--- src/rtl/phase_clk_div_pkg.sv ---
package phase_clk_div_pkg;
  localparam int WORD_W    = 32;
  localparam int CNT_W     = 6;
  localparam int LOW_LSB   = 0;
  localparam int HIGH_LSB  = CNT_W;
  localparam int EDGE_BIT  = 2 * CNT_W;
  localparam int BYP_BIT   = EDGE_BIT + 1;
  localparam int HOLD_BIT  = BYP_BIT + 1;
  localparam int USED_W    = HOLD_BIT + 1;

  typedef struct packed {
    logic [CNT_W-1:0] lowCnt;
    logic [CNT_W-1:0] highCnt;
    logic             edgeSel;
    logic             bypass;
  } divCfg_t;

  typedef struct packed {
    logic load;
  } ctrlStrobe_t;

  function automatic divCfg_t decodeWord(input logic [BYP_BIT:0] w);
    divCfg_t c;
    logic [CNT_W-1:0] lo;
    logic [CNT_W-1:0] hi;
    lo = w[LOW_LSB +: CNT_W];
    hi = w[HIGH_LSB +: CNT_W];
    c.lowCnt  = (lo == '0) ? CNT_W'(1) : lo;
    c.highCnt = (hi == '0) ? CNT_W'(1) : hi;
    c.edgeSel = w[EDGE_BIT];
    c.bypass  = w[BYP_BIT];
    return c;
  endfunction
endpackage

--- src/rtl/phase_clk_div_ctrl.sv ---
module phase_clk_div_ctrl
  import phase_clk_div_pkg::*;
#(
  parameter int                LOCK_CYCLES = 16,
  parameter logic [USED_W-1:0] RESET_WORD  = 15'h0041
) (
  input  logic              clkIn,
  input  logic              rstN,
  input  logic              wrEn,
  input  logic [USED_W-1:0] wrData,
  input  logic              periodEnd,
  output logic [USED_W-1:0] storedWord,
  output divCfg_t           nextCfg,
  output ctrlStrobe_t       strobe,
  output logic              lockFlag
);
  localparam int LOCK_W = $clog2(LOCK_CYCLES + 1);
  localparam logic [LOCK_W-1:0] LOCK_LAST = LOCK_W'(LOCK_CYCLES - 1);

  logic              pending;
  logic              counting;
  logic [LOCK_W-1:0] lockCnt;

  assign strobe.load = pending & periodEnd;
  assign nextCfg     = decodeWord(storedWord[BYP_BIT:0]);

  always_ff @(posedge clkIn or negedge rstN) begin
    if (!rstN) begin
      storedWord <= RESET_WORD;
      pending    <= 1'b0;
      counting   <= 1'b0;
      lockCnt    <= '0;
      lockFlag   <= 1'b1;
    end else begin
      if (strobe.load) begin
        pending  <= 1'b0;
        counting <= 1'b1;
        lockCnt  <= '0;
      end else if (counting) begin
        if (lockCnt == LOCK_LAST) begin
          counting <= 1'b0;
          lockFlag <= 1'b1;
        end else begin
          lockCnt <= lockCnt + LOCK_W'(1);
        end
      end
      if (wrEn) begin
        storedWord <= wrData;
        if (!wrData[HOLD_BIT]) begin
          pending  <= 1'b1;
          counting <= 1'b0;
          lockFlag <= 1'b0;
        end
      end
    end
  end
endmodule

--- src/rtl/phase_clk_div_datapath.sv ---
module phase_clk_div_datapath
  import phase_clk_div_pkg::*;
#(
  parameter divCfg_t RESET_CFG = decodeWord(14'h0041)
) (
  input  logic        clkIn,
  input  logic        rstN,
  input  ctrlStrobe_t strobe,
  input  divCfg_t     nextCfg,
  output logic        periodEnd,
  output logic        clkOut
);
  localparam logic [CNT_W-1:0] CNT_ONE = CNT_W'(1);

  divCfg_t          cfg;
  logic [CNT_W-1:0] cnt;
  logic             posPhase;
  logic             negPhase;
  logic             lastLow;
  logic             lastHigh;
  logic             divClk;

  assign lastLow   = (cnt == cfg.lowCnt);
  assign lastHigh  = (cnt == cfg.highCnt);
  assign periodEnd = cfg.bypass | (posPhase & lastHigh);

  always_ff @(posedge clkIn or negedge rstN) begin
    if (!rstN) begin
      cfg      <= RESET_CFG;
      cnt      <= CNT_ONE;
      posPhase <= 1'b0;
    end else if (strobe.load) begin
      cfg      <= nextCfg;
      cnt      <= CNT_ONE;
      posPhase <= 1'b0;
    end else if (cfg.bypass) begin
      cnt      <= CNT_ONE;
      posPhase <= 1'b0;
    end else if (!posPhase) begin
      if (lastLow) begin
        posPhase <= 1'b1;
        cnt      <= CNT_ONE;
      end else begin
        cnt <= cnt + CNT_ONE;
      end
    end else begin
      if (lastHigh) begin
        posPhase <= 1'b0;
        cnt      <= CNT_ONE;
      end else begin
        cnt <= cnt + CNT_ONE;
      end
    end
  end

  // Half-cycle delayed copy used to stretch the high phase for odd ratios.
  always_ff @(negedge clkIn or negedge rstN) begin
    if (!rstN) negPhase <= 1'b0;
    else       negPhase <= posPhase;
  end

  assign divClk = cfg.edgeSel ? (posPhase | negPhase) : posPhase;
  assign clkOut = cfg.bypass ? clkIn : divClk;
endmodule

--- src/rtl/phase_clk_div.sv ---
module phase_clk_div
  import phase_clk_div_pkg::*;
#(
  parameter int                LOCK_CYCLES = 16,
  parameter logic [USED_W-1:0] RESET_WORD  = 15'h0041
) (
  input  logic              clkIn,
  input  logic              rstN,
  input  logic              wrEn,
  input  logic [WORD_W-1:0] wrData,
  output logic [WORD_W-1:0] rdData,
  output logic              lockOut,
  output logic              clkOut
);
  localparam divCfg_t RESET_CFG = decodeWord(RESET_WORD[BYP_BIT:0]);

  logic              unusedHiBits;
  logic [USED_W-1:0] storedWord;
  divCfg_t           nextCfg;
  ctrlStrobe_t       strobe;
  logic              periodEnd;

  assign unusedHiBits = ^wrData[WORD_W-1:USED_W];
  assign rdData       = {{(WORD_W-USED_W){1'b0}}, storedWord};

  phase_clk_div_ctrl #(
    .LOCK_CYCLES(LOCK_CYCLES),
    .RESET_WORD (RESET_WORD)
  ) u_ctrl (
    .clkIn     (clkIn),
    .rstN      (rstN),
    .wrEn      (wrEn),
    .wrData    (wrData[USED_W-1:0]),
    .periodEnd (periodEnd),
    .storedWord(storedWord),
    .nextCfg   (nextCfg),
    .strobe    (strobe),
    .lockFlag  (lockOut)
  );

  phase_clk_div_datapath #(
    .RESET_CFG(RESET_CFG)
  ) u_dp (
    .clkIn    (clkIn),
    .rstN     (rstN),
    .strobe   (strobe),
    .nextCfg  (nextCfg),
    .periodEnd(periodEnd),
    .clkOut   (clkOut)
  );
endmodule

--- config.mk ---
export PLATFORM = sky130hd
export DESIGN_NAME = phase_clk_div
export DESIGN_NICKNAME = d
export VERILOG_FILES = /design/src/rtl/phase_clk_div_pkg.sv /design/src/rtl/phase_clk_div_ctrl.sv /design/src/rtl/phase_clk_div_datapath.sv /design/src/rtl/phase_clk_div.sv
export SDC_FILE = /design/constraint.sdc
export NUM_CORES = 1
export LEC_CHECK = 0
export BUFFER_PORTS_ARGS = -buffer_cell sky130_fd_sc_hd__buf_2
export CORE_MARGIN = 4
export CORE_UTILIZATION = 50
export CTS_BUF_LIST = sky130_fd_sc_hd__clkbuf_4 sky130_fd_sc_hd__clkbuf_8 sky130_fd_sc_hd__clkbuf_16
export DETAILED_ROUTE_END_ITERATION = 12
export HOLD_SLACK_MARGIN = 0.05
export PLACE_DENSITY_LB_ADDON = 0.15
export RECOVER_POWER = 25
export SYNTH_ARGS = -nofsm -noshare
export SYNTH_HDL_FRONTEND = slang
export SYNTH_SLANG_ARGS = --single-unit
--- constraint.sdc ---
create_clock -name clkIn -period 4.3 [get_ports clkIn]
set_input_delay 0.43 -clock clkIn [delete_from_list [all_inputs] [get_ports clkIn]]
set_output_delay 0.43 -clock clkIn [all_outputs]
set_load 0.1 [all_outputs]
==> run_results.csv <==
group,metric,value,unit
power,swShare,33.1,%
setup_path,cp.arrival,3.55,ns
logic_synthesis,synth_cell_types,38,
setup_path,crit_chain,"a21oi_1, o21ai_2, buf_2",
clocking,post_cts_resized,0,
power,p_switching,0.358,mW
final_layout,finish.utilization,59.2,%
detailed_routing,ant_nets,0,
global_route,grt_max_degree,45,
final_layout,fin_nets,245,
power,p_int,0.723,mW
worst_hold_path,holdCritPathClass,"in2reg",
global_route,track_usage,16.5,%
power,clockPowerShare,37.5,%
final_layout,syn2layout_area_growth,12.4,%
sta,timing.slew.headroom,-53.9,%
clocking,clk_latency,0.41,ns
worst_hold_path,worstHoldStart,"wrData[4]",
final_layout,diodes,0,
setup_path,r2r-end,"u_dp.negPhase",
power,vdd.ir_drop.worst,0.299,mV
floorplan,die_area,5420,um^2
outcome,outcome,"finished, violations left",
logic_synthesis,synth-main-ff-cell,"dfrtp_1",
logic_synthesis,yosysMostFrequentCell,"dfrtp_1",
logic_synthesis,synthTopCellsByArea,"dfrtp_1 44%, mux2_2 15%, dfstp_2 7.3%, buf_4 6.6%, xnor2_1 5.3%",
setup_path,critPathSlowestCell,"buf_2",
power,p_seq_share,41.7,%
logic_synthesis,avgSynthCellArea,12.5,um^2
sta,hold_viol,0,
floorplan,core-area,4090,um^2
clocking,tritoncts,"yes",
floorplan,num_io_pins,69,
placement,io_buffers,34,
global_route,grt_pass1_wl,6530,um
detailed_routing,avgRoutedWirePerCell,14.9,um
detailed_routing,routed_wl,3850,um
logic_synthesis,synth_common_cells,"38 x dfrtp_1, 28 x mux2_2, 19 x buf_4",
logic_synthesis,yosysWarnings,0,
setup_path,crit_family,"buffers and inverters",
sta,drv_slew,45,
floorplan,rows,23,
worst_hold_path,hold_end,"u_ctrl.storedWord[4]",
setup_path,rrSetupSlack,1.50,ns
global_route,gr-total-overflow,0,
setup_path,r2r_cells,0,
detailed_routing,firstDrtPassIters,4,
logic_synthesis,synth-async-reset-ratio,100,%
floorplan,die_h,73.6,um
sta,setup_tns,0,ns
power,p_leak,1.15,nW
clocking,hold_buffers,0,
power,power_frac_comb,20.7,%
sta,rsz0062_at_grt,"no",
logic_synthesis,netlist_instances,172,
clocking,cts_setup_buffers,0,
logic_synthesis,yosysTopAreaCellShare,44.1,%
logic_synthesis,synth_edf_count,0,
floorplan,start_util,52.7,%
logic_synthesis,yosysTopAreaCell,"dfrtp_1",
setup_path,worst-path-max-fanout,1,
detailed_routing,drcViolationCount,0,
flow_run,drv_cap,1,
detailed_routing,vias_per_cell,5.07,
setup_path,max_stage_delay,0.43,ns
detailed_routing,vias,1309,
logic_synthesis,ys_ff_latch,45,
setup_path,end_kind,"output port",
outcome,violations,"capacitance limit, slew limit",
placement,gp_congestion,0.723,
detailed_routing,first_iter_violations,59,
final_layout,drive_above_1_share,39.9,%
setup_path,cp.buffers_inverters,1,
setup_path,required,3.87,ns
sta,skew,0.0189,ns
worst_hold_path,whs_path_depth,2,
sta,setup_viol,0,
final_layout,fill_cells,354,
power,p_per_area,446,nW/um^2
logic_synthesis,synth.cell_area,2150,um^2
floorplan,die_width,73.6,um
clocking,clkSlewWorstSetupHoldPaths,0.08,ns
placement,detailed_place_hpwl,2710,um
logic_synthesis,ys_seq_area_share,52.6,%
setup_path,path_class,"reg2out",
setup_path,worstReg2RegStart,"u_dp.posPhase",
global_route,grt_pass1_vias,1351,
sta,worst_hold_slack,0.259,ns
setup_path,crit_path_start_kind,"flip-flop",
sta,worstMarginPinSlew,2.31,ns
global_route,antenna_found_initial,0,
-- worst max-delay path by stage --
stage / from / endpoint / slack [ns] / depth (start not counted)
2_1_floorplan: u_dp.negPhase / clkOut / 0.47 / 2
3_3_place_gp: u_dp.negPhase / clkOut / 0.77 / 3
3_5_place_dp: u_dp.negPhase / clkOut / 0.77 / 3
4_1_cts: u_dp.negPhase / clkOut / 0.30 / 3
5_1_grt: u_dp.negPhase / clkOut / 0.27 / 3
6_report: u_dp.negPhase / clkOut / 0.32 / 3
-- stage by stage --
stage               std cells  area [um^2]  setup slack, ns  power [mW]
finish                    258         2420            0.323        1.08
global route              258         2420            0.267        1.12
CTS                       258         2430            0.304        1.09
detailed placement        247         2260            0.767       0.686
global placement          247         2260            0.770       0.682
floorplan                 188         2220            0.472       0.662
-- state kept, by name, summed over array words and instances (netlist names) --
signal / count
u_dp.negPhase: 1
u_ctrl.storedWord: 15
u_ctrl.counting: 1
u_ctrl.pending: 1
u_dp.cfg: 14
u_dp.posPhase: 1
u_ctrl.lockFlag: 1
u_dp.cnt: 6
u_ctrl.lockCnt: 5
-- layout make-up --
type | count | area [um^2] | area share [%]
flip-flops and latches | 45 | 1130 | 46.8
inverters | 3 | 11.3 | 0.465
repair buffers | 34 | 168 | 6.93
clock inverters | 1 | 30.0 | 1.24
clock buffers | 11 | 136 | 5.63
well taps | 50 | 62.6 | 2.58
multi-input cells | 114 | 880 | 36.3
-- cell usage in the layout, fill, tap and decap left out, types with 2 or more instances in the layout --
cell / netlist / layout
or4_1: 2 / 2
o21ai_0: 3 / 2
o21bai_1: 2 / 2
mux2_2: 28 / 28
clkbuf_8: 0 / 9
a21oi_1: 2 / 2
dfrtp_1: 38 / 38
buf_2: 1 / 33
xor2_1: 6 / 6
nand2_1: 6 / 6
clkbuf_1: 2 / 2
conb_1: 1 / 17
o21ai_2: 1 / 2
xnor2_1: 13 / 13
dfstp_2: 6 / 6
inv_1: 3 / 3
ha_1: 3 / 3
nor2_1: 7 / 7
nand3_1: 3 / 3
nand4_1: 3 / 3
nor3_1: 4 / 4
-- cells by family after synthesis --
kind of cell,synth area share (%)
xor+xnor,7.72
simple gates,9.23
other cells,0.174
buf+inv,9.52
mux,15.1
compound gates,3.89
flops,52.6
fa+ha+maj,1.74
-- layer usage --
layer	part of all wire (%)	track usage (%)	up-vias
li1	-	-	617
met1	42	19.5	654
met2	50	25.7	34
met3	6.0	6.70	4
met4	0.96	8.25	0
met5	0	0	-
-- power by group through the flow --
stage	Combinational (mW)	Clock, mW	Sequential [mW]
CTS	0.226	0.416	0.451
global route	0.232	0.435	0.454
finish	0.224	0.406	0.451
Note: power is estimated with default switching activity, not from simulation.
